## config.mk

```make
export PLATFORM = sky130hd
export DESIGN_NAME = pix_depth_reducer
export DESIGN_NICKNAME = d
export VERILOG_FILES = /design/src/rtl/pdr_pkg.sv /design/src/rtl/pdr_lfsr.sv /design/src/rtl/pdr_frame_ctl.sv /design/src/rtl/pdr_chan.sv /design/src/rtl/pix_depth_reducer.sv
export SDC_FILE = /design/constraint.sdc
export NUM_CORES = 1
export LEC_CHECK = 0
export ABC_AREA = 1
export BUFFER_PORTS_ARGS = -buffer_cell sky130_fd_sc_hd__clkbuf_2
export CAP_MARGIN = 20
export CORE_MARGIN = 4
export CORE_UTILIZATION = 40
export DETAILED_ROUTE_END_ITERATION = 10
export PLACE_DENSITY = 0.65
export REMOVE_ABC_BUFFERS = 1
export SKIP_CTS_REPAIR_TIMING = 1
export SYNTH_ARGS = -nofsm -noshare
export SYNTH_HDL_FRONTEND = slang
export SYNTH_SLANG_ARGS = --single-unit
```

## constraint.sdc

```tcl
create_clock -name clk -period 3.8 [get_ports clk]
set_input_delay 1.14 -clock clk [delete_from_list [all_inputs] [get_ports clk]]
set_output_delay 1.14 -clock clk [all_outputs]
set_load 0.02 [all_outputs]
```

## src/rtl/pdr_pkg.sv

```systemverilog
// Shared types and helpers for the pixel bit-depth reducer.
// Assumes a 4-bit frame counter; wrap points and rotations are fixed codes.
package pdr_pkg;

    localparam int FC_W = 4;

    typedef struct packed {
        logic       trunc_en;
        logic       trunc_deep;
        logic       dith_en;
        logic [1:0] dith_depth;
        logic       frame_rand;
        logic       rgb_rand;
    } pdr_cfg_t;

    // Counter wrap value for a dither depth code.
    function automatic logic [FC_W-1:0] fc_wrap(input logic [1:0] depth);
        return depth[1] ? FC_W'(3) : FC_W'(15);
    endfunction

    // Counter rotation amount for a dither depth code.
    function automatic logic [1:0] fc_rot(input logic [1:0] depth);
        return depth[1] ? 2'd1 : 2'd2;
    endfunction

endpackage

```

## src/rtl/pdr_lfsr.sv

```systemverilog
// One noise generator: 28-bit shift register, x^28 + x^3 + 1.
// A load takes priority and is visible on cur in the same cycle; a zero
// load value is replaced by 1 so the register can never lock up.
module pdr_lfsr #(
    parameter int W   = 28,
    parameter int TAP = 3
) (
    input  logic         clk,
    input  logic         rst_n,
    input  logic         load,
    input  logic [W-1:0] load_val,
    input  logic         step,
    output logic [W-1:0] cur
);
    logic [W-1:0] st;
    logic [W-1:0] seed_fix;

    // Replace an all-zero seed with 1.
    assign seed_fix = (load_val == '0) ? W'(1) : load_val;
    // Value seen by the pixel of this cycle.
    assign cur = load ? seed_fix : st;

    // State register: advance once per valid pixel.
    always_ff @(posedge clk) begin
        if (!rst_n)
            st <= W'(1);
        else if (step)
            st <= {cur[W-2:0], cur[W-1] ^ cur[TAP-1]};
        else
            st <= cur;
    end
endmodule

```

## src/rtl/pdr_frame_ctl.sv

```systemverilog
// Frame counter and seed-load control.
// Assumes controls presented here are already the active (frame) ones.
module pdr_frame_ctl
    import pdr_pkg::*;
(
    input  logic            clk,
    input  logic            rst_n,
    input  logic            sof,
    input  logic            frame_rand,
    input  logic [1:0]      dith_depth,
    output logic            load,
    output logic [FC_W-1:0] mix,
    output logic [FC_W-1:0] fc_q
);
    logic                seeded;
    logic [2*FC_W-1:0]   dbl;

    // Rotate the counter left within FC_W bits.
    always_comb begin
        dbl = {fc_q, fc_q} << fc_rot(dith_depth);
        mix = frame_rand ? dbl[2*FC_W-1:FC_W] : '0;
    end

    // Reload at every frame when randomised, else only the first time.
    assign load = sof && (frame_rand || !seeded);

    // Counter update and first-frame flag.
    always_ff @(posedge clk) begin
        if (!rst_n) begin
            fc_q   <= '0;
            seeded <= 1'b0;
        end else if (sof) begin
            seeded <= 1'b1;
            if (!frame_rand)
                fc_q <= '0;
            else if (fc_q >= fc_wrap(dith_depth))
                fc_q <= '0;
            else
                fc_q <= fc_q + 1'b1;
        end
    end
endmodule

```

## src/rtl/pdr_chan.sv

```systemverilog
// One channel: add masked noise, saturate, clear dropped bits, register.
// Assumes noise is zero when dither is off and drop <= PIX_W.
module pdr_chan #(
    parameter int PIX_W  = 12,
    parameter int DROP_W = 4
) (
    input  logic              clk,
    input  logic              rst_n,
    input  logic              valid,
    input  logic [PIX_W-1:0]  pix,
    input  logic [PIX_W-1:0]  noise,
    input  logic [DROP_W-1:0] drop,
    output logic [PIX_W-1:0]  pix_q
);
    logic [PIX_W-1:0] keep_mask;
    logic [PIX_W:0]   sum;
    logic [PIX_W-1:0] sat;

    // Saturating add of the low noise bits, then clear the dropped bits.
    always_comb begin
        keep_mask = {PIX_W{1'b1}} << drop;
        sum       = {1'b0, pix} + {1'b0, noise & ~keep_mask};
        sat       = sum[PIX_W] ? {PIX_W{1'b1}} : sum[PIX_W-1:0];
    end

    // Output register, updated only by valid pixels.
    always_ff @(posedge clk) begin
        if (!rst_n)
            pix_q <= '0;
        else if (valid)
            pix_q <= sat & keep_mask;
    end
endmodule

```

## src/rtl/pix_depth_reducer.sv

```systemverilog
// Top: captures controls at frame start, runs three generators and three
// channel reducers. Assumes PIX_W >= 10 and LFSR_W >= PIX_W.
module pix_depth_reducer
    import pdr_pkg::*;
#(
    parameter int PIX_W  = 12,
    parameter int LFSR_W = 28
) (
    input  logic              clk,
    input  logic              rst_n,
    input  logic              sof,
    input  logic              in_valid,
    input  logic [PIX_W-1:0]  in_r,
    input  logic [PIX_W-1:0]  in_g,
    input  logic [PIX_W-1:0]  in_b,
    input  logic              trunc_en,
    input  logic              trunc_deep,
    input  logic              dith_en,
    input  logic [1:0]        dith_depth,
    input  logic              frame_rand,
    input  logic              rgb_rand,
    input  logic [LFSR_W-1:0] seed_r,
    input  logic [LFSR_W-1:0] seed_g,
    input  logic [LFSR_W-1:0] seed_b,
    output logic              out_valid,
    output logic [PIX_W-1:0]  out_r,
    output logic [PIX_W-1:0]  out_g,
    output logic [PIX_W-1:0]  out_b
);
    localparam int NCH    = 3;
    localparam int DROP_W = $clog2(PIX_W + 1);
    localparam int DROP6  = PIX_W - 6;
    localparam int DROP8  = PIX_W - 8;
    localparam int DROP10 = PIX_W - 10;

    pdr_cfg_t          cfg_in, cfg_hold, cfg_act;
    logic [DROP_W-1:0] act_drop;
    logic              gen_load;
    logic [FC_W-1:0]   fc_mix;
    logic [FC_W-1:0]   fc_val;
    logic [LFSR_W-1:0] seed_arr [NCH];
    logic [LFSR_W-1:0] gen_cur  [NCH];
    logic [PIX_W-1:0]  pix_in   [NCH];
    logic [PIX_W-1:0]  pix_out  [NCH];

    // Gather the control ports into one record.
    assign cfg_in = '{trunc_en:   trunc_en,   trunc_deep: trunc_deep,
                      dith_en:    dith_en,    dith_depth: dith_depth,
                      frame_rand: frame_rand, rgb_rand:   rgb_rand};

    // The frame-start pixel already sees the new controls.
    assign cfg_act = sof ? cfg_in : cfg_hold;

    // Hold the controls for the rest of the frame.
    always_ff @(posedge clk) begin
        if (!rst_n)
            cfg_hold <= '0;
        else if (sof)
            cfg_hold <= cfg_in;
    end

    // Number of low bits discarded in the active mode.
    always_comb begin
        if (cfg_act.dith_en) begin
            case (cfg_act.dith_depth)
                2'd0:    act_drop = DROP_W'(DROP6);
                2'd1:    act_drop = DROP_W'(DROP8);
                default: act_drop = DROP_W'(DROP10);
            endcase
        end else if (cfg_act.trunc_en)
            act_drop = cfg_act.trunc_deep ? DROP_W'(DROP8) : DROP_W'(DROP6);
        else
            act_drop = '0;
    end

    // Valid pipeline stage.
    always_ff @(posedge clk) begin
        if (!rst_n)
            out_valid <= 1'b0;
        else
            out_valid <= in_valid;
    end

    pdr_frame_ctl u_fctl (
        .clk        (clk),
        .rst_n      (rst_n),
        .sof        (sof),
        .frame_rand (cfg_act.frame_rand),
        .dith_depth (cfg_act.dith_depth),
        .load       (gen_load),
        .mix        (fc_mix),
        .fc_q       (fc_val)
    );

    assign seed_arr[0] = seed_r;
    assign seed_arr[1] = seed_g;
    assign seed_arr[2] = seed_b;
    assign pix_in[0]   = in_r;
    assign pix_in[1]   = in_g;
    assign pix_in[2]   = in_b;

    for (genvar ch = 0; ch < NCH; ch++) begin : g_ch
        logic [PIX_W-1:0] noise;

        pdr_lfsr #(.W(LFSR_W)) u_gen (
            .clk      (clk),
            .rst_n    (rst_n),
            .load     (gen_load),
            .load_val (seed_arr[ch] ^ LFSR_W'(fc_mix)),
            .step     (in_valid),
            .cur      (gen_cur[ch])
        );

        // Pick own or shared (red) noise; zero when dither is off.
        always_comb begin
            if (!cfg_act.dith_en)
                noise = '0;
            else if (cfg_act.rgb_rand)
                noise = gen_cur[ch][PIX_W-1:0];
            else
                noise = gen_cur[0][PIX_W-1:0];
        end

        pdr_chan #(.PIX_W(PIX_W), .DROP_W(DROP_W)) u_chan (
            .clk   (clk),
            .rst_n (rst_n),
            .valid (in_valid),
            .pix   (pix_in[ch]),
            .noise (noise),
            .drop  (act_drop),
            .pix_q (pix_out[ch])
        );
    end

    assign out_r = pix_out[0];
    assign out_g = pix_out[1];
    assign out_b = pix_out[2];
endmodule

```

== Word-level counts from Yosys, hierarchy flattened ==
Cells that the tools add are included.

* Multiplexer cells: 27
* Reductions and logical operators: 7
* Bitwise operators: 13
* $lt $le $gt $ge: 1
* Equality and inequality tests: 1
* $add $sub $neg: 4
* Shift-type cells: 2

{| class="wikitable"
|+ Operators with widths
! cell !! number
|-
| $mux W28 || 9
|-
| $mux W12 || 8
|-
| $logic_not A28 Y1 || 3
|-
| $xor A28 B4 Y28 || 3
|-
| $and A12 B12 Y12 || 6
|-
| $add A12 B12 Y13 || 3
|-
| $mux W4 || 5
|-
| $not A12 Y12 || 1
|-
| $shl A12 B4 Y12 const A || 1
|-
| $shl A8 B2 Y8 || 1
|-
| $mux W7 || 1
|-
| $pmux W3 S2 || 1
|-
| $add A4 B1 Y4 const B || 1
|-
| $ge A4 B4 Y1 || 1
|-
| $mux W2 || 2
|-
| $mux W3 || 1
|-
| $xor A1 B1 Y1 || 3
|-
| $eq A2 B1 Y1 const B || 1
|-
| $logic_not A2 Y1 || 1
|-
| $logic_and A1 B1 Y1 || 1
|-
| $logic_not A1 Y1 || 1
|-
| $logic_or A1 B1 Y1 || 1
|}

* Input bits: 131
* Output and inout bits: 37
* Logic and storage cells: 70
* Register bits: 133

== Logic depth before layout (Yosys ltp) ==
Gate-level depths: netlist of run 1.

* Depth in word-level cells: 14
* Depth in mapped cells: 24
* Mapped depth without buffers: 24

== By module ==
A second synthesis of run 1 with hierarchy kept.

* Cell total of the unflattened synthesis: 1622
* Area total of the unflattened synthesis: 9953.3 µm²

{| class="wikitable"
|+ Modules (own cells, without submodules)
! module !! cells each !! sequential area each (µm²) !! area an instance (µm²) !! times used
|-
| pdr_lfsr || 221 || 560.5 || 1465.2 || 3
|-
| pdr_chan || 248 || 240.2 || 1400.1 || 3
|-
| pix_depth_reducer || 163 || 160.2 || 1006.0 || 1
|-
| pdr_frame_ctl || 52 || 100.1 || 351.6 || 1
|}

== Worst setup path before layout of run 1 ==
OpenSTA, ideal clock, no wires.

* Path kind: input port to flip-flop
* Start point: in sof
* End point: reg g_ch[1].u_chan.pix_q[9]
* Stages: 23
* Path slack: 0.158 ns
* Required time: 3.684 ns
* Setup time: 0.116 ns
* Arrival time: 3.526 ns
* Buffers on the path: 1
* Path through: inv_2 -> nand2_1 -> nand2_2 -> buf_6 -> nand4_1 -> nand2_1 -> nor2_1 -> nand2_1 -> nand2_1 -> a21oi_1 -> a21oi_1 -> ha_1 -> fa_1 -> nand3_1 -> nand2_1 -> nand2_1 -> nand2_1 -> inv_1 -> nor3_2 -> nor2_1 -> nand3_1 -> o211ai_1 -> inv_1

* Word-level cells in the longest chain between the ends: 14
* Elaborated cells on any way between the ends: 28
* Classes of those cells: add/sub (1); eq/ne (1); shift (2); mux (14); bitwise (5); reduce/logical (5)

{| class="wikitable"
|+ Ends and longest elaborated chain
! item !! line !! RTL
|-
| from (decl) || pix_depth_reducer.sv:11 || <nowiki>input logic sof,</nowiki>
|-
| $mux W7 || -- ||
|-
| $mux W2 || pdr_pkg.sv:23 || <nowiki>return depth[1] ? 2'd1 : 2'd2;</nowiki>
|-
| $shl A8 B2 Y8 || pdr_frame_ctl.sv:20 || <nowiki>dbl = {fc_q, fc_q} << fc_rot(dith_depth);</nowiki>
|-
| $mux W4 || pdr_frame_ctl.sv:21 || <nowiki>mix = frame_rand ? dbl[2*FC_W-1:FC_W] : '0;</nowiki>
|-
| $xor A28 B4 Y28 || pix_depth_reducer.sv:109 || <nowiki>.load_val (seed_arr[ch] ^ LFSR_W'(fc_mix)),</nowiki>
|-
| $logic_not A28 Y1 || pdr_lfsr.sv:19 || <nowiki>assign seed_fix = (load_val == '0) ? W'(1) : load_val;</nowiki>
|-
| $mux W28 || pdr_lfsr.sv:19 ||
|-
| $mux W28 || pdr_lfsr.sv:21 || <nowiki>assign cur = load ? seed_fix : st;</nowiki>
|-
| $mux W12 || pix_depth_reducer.sv:118 || <nowiki>else if (cfg_act.rgb_rand)</nowiki>
|-
| $mux W12 || pix_depth_reducer.sv:116 || <nowiki>if (!cfg_act.dith_en)</nowiki>
|-
| $and A12 B12 Y12 || pdr_chan.sv:22 || <nowiki>sum = {1'b0, pix} + {1'b0, noise & ~keep_mask};</nowiki>
|-
| $add A12 B12 Y13 || pdr_chan.sv:22 ||
|-
| $mux W12 || pdr_chan.sv:23 || <nowiki>sat = sum[PIX_W] ? {PIX_W{1'b1}} : sum[PIX_W-1:0];</nowiki>
|-
| $and A12 B12 Y12 * || pdr_chan.sv:31 || <nowiki>pix_q <= sat & keep_mask;</nowiki>
|-
| to (signal assigned) || pdr_chan.sv:31 ||
|-
| to (decl) || pdr_chan.sv:13 || <nowiki>output logic [PIX_W-1:0] pix_q</nowiki>
|}

Every way passes the cells marked *; elsewhere a longest branch is shown, timed or not.
A chain may end at the register's enable or synchronous reset.

== Worst setup path in the final report of run 1 ==
Ends and elaborated chain as after synthesis.

==> flow_summary.ini, run 1 <==
[clock_tree]
clkTransAtPathRegs_ns = 0.06
cts_sinks = 133
clockRootBuffer = clkbuf_16
htreeDepth = 4
cts_tree = built
clock_path_buffers = 2
cts_buffers = 17
clk_latency_ns = 0.42

[routing]
routed_wl_microns = 20800
first_pass_iters = 5
via_per_inst = 4.89
antenna_left = 0
post_drt_wl_per_cell_microns = 13.5
drtIter0Drc = 349
drc_errors = 0
vias = 7564

[final_layout]
multi_input_area_sq_um = 3940
insertedDiodeCount = 0
nFillCells = 1799
fin_cells = 1546
layout.area.seq_sq_um = 2660
drive_gt1_share_pct = 26.7
fin_nets = 1459
syn2layout_area_growth_pct = 31.4

[sta]
finalCriticalPeriod_ns = 3.56
period_share_pct = 93.7
max_freq_mhz = 281
hold_ws_ns = 0.455
finalSetupViolations = 0
worst_pin_slew_ns = 0.853
slew_violations = 0
max-slew-margin-rel_pct = 43.1
finalHoldViolations = 0
clock-skew-final_ns = 0.00606
finalWorstSetupSlack_ns = 0.241

[min_path]
worstHoldEndpoint = g_ch[0].u_chan.pix_q[11]
min_from = g_ch[0].u_chan.pix_q[11]
hold_class = register to register
hold_depth = 2

[setup_path]
r2r-end = g_ch[1].u_chan.pix_q[9]
arrival_ns = 3.87
reg2reg_from = u_fctl.fc_q[2]
crit_type = primary input to register
cp_max_fo = 6
reg2reg_depth = 22
worstPathCellList = clkbuf_4 > inv_4 > nand2_4 > nand3_1 > nand4_1 > nand2_1 > nor2_1 > nand2_1 > nand2_1 > a21oi_1 > a21oi_2 > ha_1 > fa_1 > nand3_1 > nand2_1 > nand2_1 > nand2_1 > inv_1 > nor3_2 > nor2_1 > buf_4 > nand3_1 > o211ai_1 > inv_1
crit_top_cell = nand2_1
slowest_stage = fa_1
ff2ff_setup_slack_ns = 0.81
cp-end-kind = register
max_stage_delay_ns = 0.40
cp.required_ns = 4.11
start_kind = primary input

[flow_run]
max_cap_viol_count = 0

[logic_synthesis]
synth-edff-count = 0
yosys.cell_count.top_type = nand2_1
ys_seq_elements = 133
synth-main-ff-cell = dfxtp_1
yosysTopAreaCell = dfxtp_1
ys_seq_area_share_pct = 36.2
synth_cells = 1068
synthTopCellsByCount = 268 x nand2_1, 160 x inv_1, 133 x dfxtp_1, 81 x o21ai_0, 77 x o22ai_1
syn_area_sq_um = 7350
yosysUniqueCellTypes = 40
ys_async_sr_fraction_pct = 0
yosysWarningCount = 0
yosys-top-cells-area = dfxtp_1 36%, nand2_1 14%, inv_1 8.2%, o22ai_1 6.6%, o21ai_0 5.5%
synth.avg_cell_area_sq_um = 6.88
netlist.area_leader.share_pct = 36.2

[global_route]
grt_overflow = 0
grt.total_usage_pct = 20.4
grt_antenna_before_repair = 0
grt_pass1_vias = 7165
grt_pass1_wl_microns = 33800
grt_max_degree = 82

[status]
outcome = completed

[floorplanning]
dieHeight_microns = 144
start_util_pct = 40.8
io_pins = 168
rows = 49
core_area_sq_um = 18000
die_w_microns = 144
fp.dieArea_sq_um = 20600

[place]
dp_cells = 1510
place.gp.congestion = 0.861
post-dp-hpwl_microns = 15500
portBuffers = 167
place_ws_ns = -0.331

[power_and_ir_drop]
p_leak_nw = 4.82
p_total_mw = 3.99
powerDensity_nw_per_um2 = 413
vdd_drop_max_uv = 319
[area by class of cell]
type | count | area share, %
clock buffers | 24 | 5.09
clock inverters | 8 | 1.01
inverters | 167 | 6.57
multi-input cells | 726 | 40.8
flip-flops and latches | 133 | 27.6
well taps | 229 | 2.97
repair buffers | 259 | 16.0
[flip-flops by register name, summed over array words and instances, names as in the netlist]
name,count
g_ch.u_gen.st,84
g_ch.u_chan.pix_q,36
cfg_hold,7
u_fctl.fc_q,4
out_valid,1
u_fctl.seeded,1
[power by group]
group	total (mW)	switching, mW	internal [mW]
logic	0.821	0.479	0.341
clock network	1.63	0.597	1.03
registers	1.54	0.0363	1.50
[metal layers]
| metal | global-route usage (%) | routed length [microns] | up-vias |
|---|---|---|---|
| li1 | - | - | 3973 |
| met1 | 28.2 | 9730 | 3366 |
| met2 | 32.2 | 9440 | 199 |
| met3 | 4.19 | 1300 | 26 |
| met4 | 6.34 | 326 | 0 |
| met5 | 0 | 0 | - |
[how the worst max path moves through the flow]
stage,slack (ns),to,from,cells after the start
floorplan,-2.59,g_ch[1].u_chan.pix_q[9],frame_rand,17
global placement,-0.23,g_ch[2].u_chan.pix_q[9],sof,24
detailed placement,-0.33,g_ch[2].u_chan.pix_q[6],sof,24
CTS,0.12,g_ch[2].u_chan.pix_q[9],sof,24
global route,-0.02,g_ch[2].u_chan.pix_q[9],sof,25
finish,0.24,g_ch[1].u_chan.pix_q[9],sof,24
[logic make-up after synthesis]
group | share of synthesized area (%)
mux | 0.954
buf+inv | 11.2
simple gates | 26.3
compound gates | 18.2
fa+ha+maj | 4.39
xor+xnor | 2.74
flops | 36.2
[cell usage in the layout, fill, tap and decap left out, types with 3 or more instances in the layout]
cell type	n
or2_2	12
o22ai_1	77
a21oi_1	44
o21ai_1	6
mux2i_1	7
nor3_4	3
clkbuf_8	4
nand2_2	6
inv_2	4
o21ai_0	78
nand2_4	4
clkbuf_2	166
xor2_1	15
nand3_2	4
xnor2_1	8
ha_1	19
nand3_1	43
inv_1	160
a32o_1	3
clkinv_2	3
o21ai_2	10
nand2_1	264
a21oi_2	5
a31oi_1	5
clkbuf_1	3
inv_4	3
clkinvlp_4	3
clkbuf_16	17
nand4_1	24
buf_4	90
nor2_1	67
dfxtp_1	133
[worst max-delay path: cells and delay by family]
kind	cells	cell delay, ns
adders and majority gates	2	0.60
AOI/OAI and AO/OA	3	0.33
buffers and inverters	5	0.52
and+or+nand+nor	14	1.26
[through the flow]
step	util (%)	setup TNS (ns)	area (sq um)
global route	53.6	-0.0796	9650
global placement	49.8	-5.33	8970
detailed placement	49.8	-8.44	8970
floorplan	-	-136.65	7160
finish	53.6	0	9650
CTS	53.1	0	9560
(Power assumes the default switching activity.)
==> run 2, diff against run 1 <==
- CTS_BUF_LIST: default -> sky130_fd_sc_hd__clkbuf_4 sky130_fd_sc_hd__clkbuf_8
==> run 2 against run 1 <==
Compared with the run above: global-route usage fell by 0.091 points; design area is 2.1% lower; setup slack better by 0.025 ns.
==> flow_summary.ini, run 2 (synthesized netlist as in run 1, its figures left out) <==
[place]
place.gp.congestion = 0.861
portBuffers = 167
placed_area_sq_um = 8970
post-dp-hpwl_microns = 15500

[setup_path]
crit_type = primary input to register
r2r-end = g_ch[2].u_chan.pix_q[0]
reg2reg_depth = 23
start_kind = primary input
ff2ff_setup_slack_ns = 0.77
arrival_ns = 3.88
cp-end-kind = register
reg2reg_from = u_fctl.fc_q[2]
cp.required_ns = 4.15
cp_max_fo = 6

[routing]
met2_length_microns = 9420
wl_met1_microns = 9950
via_per_inst = 4.87
drtIter0Drc = 363
drc_errors = 0
antenna_left = 0
top_layer = met4
first_pass_iters = 6
routed_wl_microns = 20800
vias = 7534
wl_met3_microns = 1130
post_drt_wl_per_cell_microns = 13.5

[power_and_ir_drop]
internal_power_mw = 2.51
p_leak_nw = 4.74
p_switching_mw = 1.06
pwr-share-seq_pct = 43.0
power_frac_comb_pct = 22.9
vdd_drop_max_uv = 222
clkPwrFrac_pct = 34.1
swShare_pct = 29.7
powerDensity_nw_per_um2 = 378

[floorplanning]
core_area_sq_um = 18000
start_util_pct = 40.8
rows = 49
io_pins = 168
dieHeight_microns = 144
die_w_microns = 144
fp.dieArea_sq_um = 20600

[final_layout]
syn2layout_area_growth_pct = 28.7
reg_top3 = g_ch.u_gen.st (84), g_ch.u_chan.pix_q (36), cfg_hold (7)
nFillCells = 1834
design_area_sq_um = 9450
final_common_cell = nand2_1
insertedDiodeCount = 0
top_register = g_ch.u_gen.st
layout_common_cells = 264 x nand2_1, 166 x clkbuf_2, 160 x inv_1
fin_util_pct = 52.5
largest_reg_flops = 84
fin_nets = 1459
drive_gt1_share_pct = 26.5

[clock_tree]
cts_sinks = 133
clockRootBuffer = clkbuf_8
cts_tree = built
clock_path_buffers = 2
clk_latency_ns = 0.45
htreeDepth = 4
cts_buffers = 17
clkTransAtPathRegs_ns = 0.08

[global_route]
grt_antenna_before_repair = 0
grt_pass1_wl_microns = 33600
grt.total_usage_pct = 20.3
grt_overflow = 0
grt_max_degree = 82
grt_pass1_vias = 7154

[sta]
finalSetupViolations = 0
finalHoldViolations = 0
slew_violations = 0
max-slew-margin-rel_pct = 43.4
period_share_pct = 93.0
clock-skew-final_ns = 0.0114
finalCriticalPeriod_ns = 3.53
worst_pin_slew_ns = 0.849
max_freq_mhz = 283

[min_path]
hold_depth = 2
min_from = g_ch[0].u_chan.pix_q[11]
worstHoldEndpoint = g_ch[0].u_chan.pix_q[11]
hold_class = register to register

[flow_run]
max_cap_viol_count = 0

[status]
outcome = completed
[run 2: cell count changes in the layout (fill, tap and decap cells not counted), sizes merged]
cell | previous run | this run
buf | 92 | 93
clkbuf | 191 | 190
[run 2: metal layers]
layer / up-vias / global-route usage (%)
met1: 3360 / 28.1
met3: 22 / 4.09
li1: 3966 / -
met4: 0 / 5.80
met5: - / 0
met2: 186 / 32.4
[run 2: through the flow]
step	hold WS [ns]	power, mW	std cells	TNS, ns	setup slack [ns]
6_report	0.459	3.57	1546	0	0.266
5_1_grt	0.490	3.78	1546	-0.0274	-0.0136
4_1_cts	0.458	3.59	1542	0	0.166
3_5_place_dp	0.438	2.37	1510	-8.44	-0.331
3_3_place_gp	0.443	2.36	1510	-5.33	-0.225
2_1_floorplan	0.455	2.03	1025	-136.65	-2.59
[run 2: area by class of cell]
type | count | area [sq um] | area share, %
sequential | 133 | 2660 | 28.2
multi-input combinational | 726 | 3920 | 41.5
timing repair buffer | 259 | 1540 | 16.3
clock buffer | 24 | 312 | 3.30
inverter | 167 | 634 | 6.71
tap | 229 | 287 | 3.03
clock inverter | 8 | 97.6 | 1.03
[run 2: worst max-delay path: stages]
cell and delay (ns):
buf_2 0.18, nand2_2 0.12, nand3_1 0.19, nand4_1 0.20, nand2_1 0.11, nor2_1 0.06
nand2_1 0.06, nand2_1 0.08, a21oi_1 0.18, a21oi_2 0.06, ha_1 0.20, fa_1 0.40
nand3_1 0.10, nand2_1 0.08, nand2_1 0.07, nand2_1 0.06, inv_1 0.08, nor3_2 0.05
nor2_1 0.08, buf_4 0.14, nand3_1 0.07, o211ai_1 0.09, inv_1 0.05
[run 2: worst max path at each step]
stage	endpoint	depth (start not counted)	start
6_report	g_ch[1].u_chan.pix_q[9]	23	sof
5_1_grt	g_ch[2].u_chan.pix_q[3]	25	sof
4_1_cts	g_ch[2].u_chan.pix_q[9]	24	sof
3_5_place_dp	g_ch[2].u_chan.pix_q[6]	24	sof
3_3_place_gp	g_ch[2].u_chan.pix_q[9]	24	sof
2_1_floorplan	g_ch[1].u_chan.pix_q[9]	17	frame_rand
[run 2: power by group through the flow]
stage | Sequential, mW | Clock (mW) | Combinational (mW)
2_1_floorplan | 1.60 | 0 | 0.430
3_3_place_gp | 1.56 | 0 | 0.796
3_5_place_dp | 1.57 | 0 | 0.802
4_1_cts | 1.53 | 1.25 | 0.808
5_1_grt | 1.55 | 1.31 | 0.922
6_report | 1.53 | 1.22 | 0.816
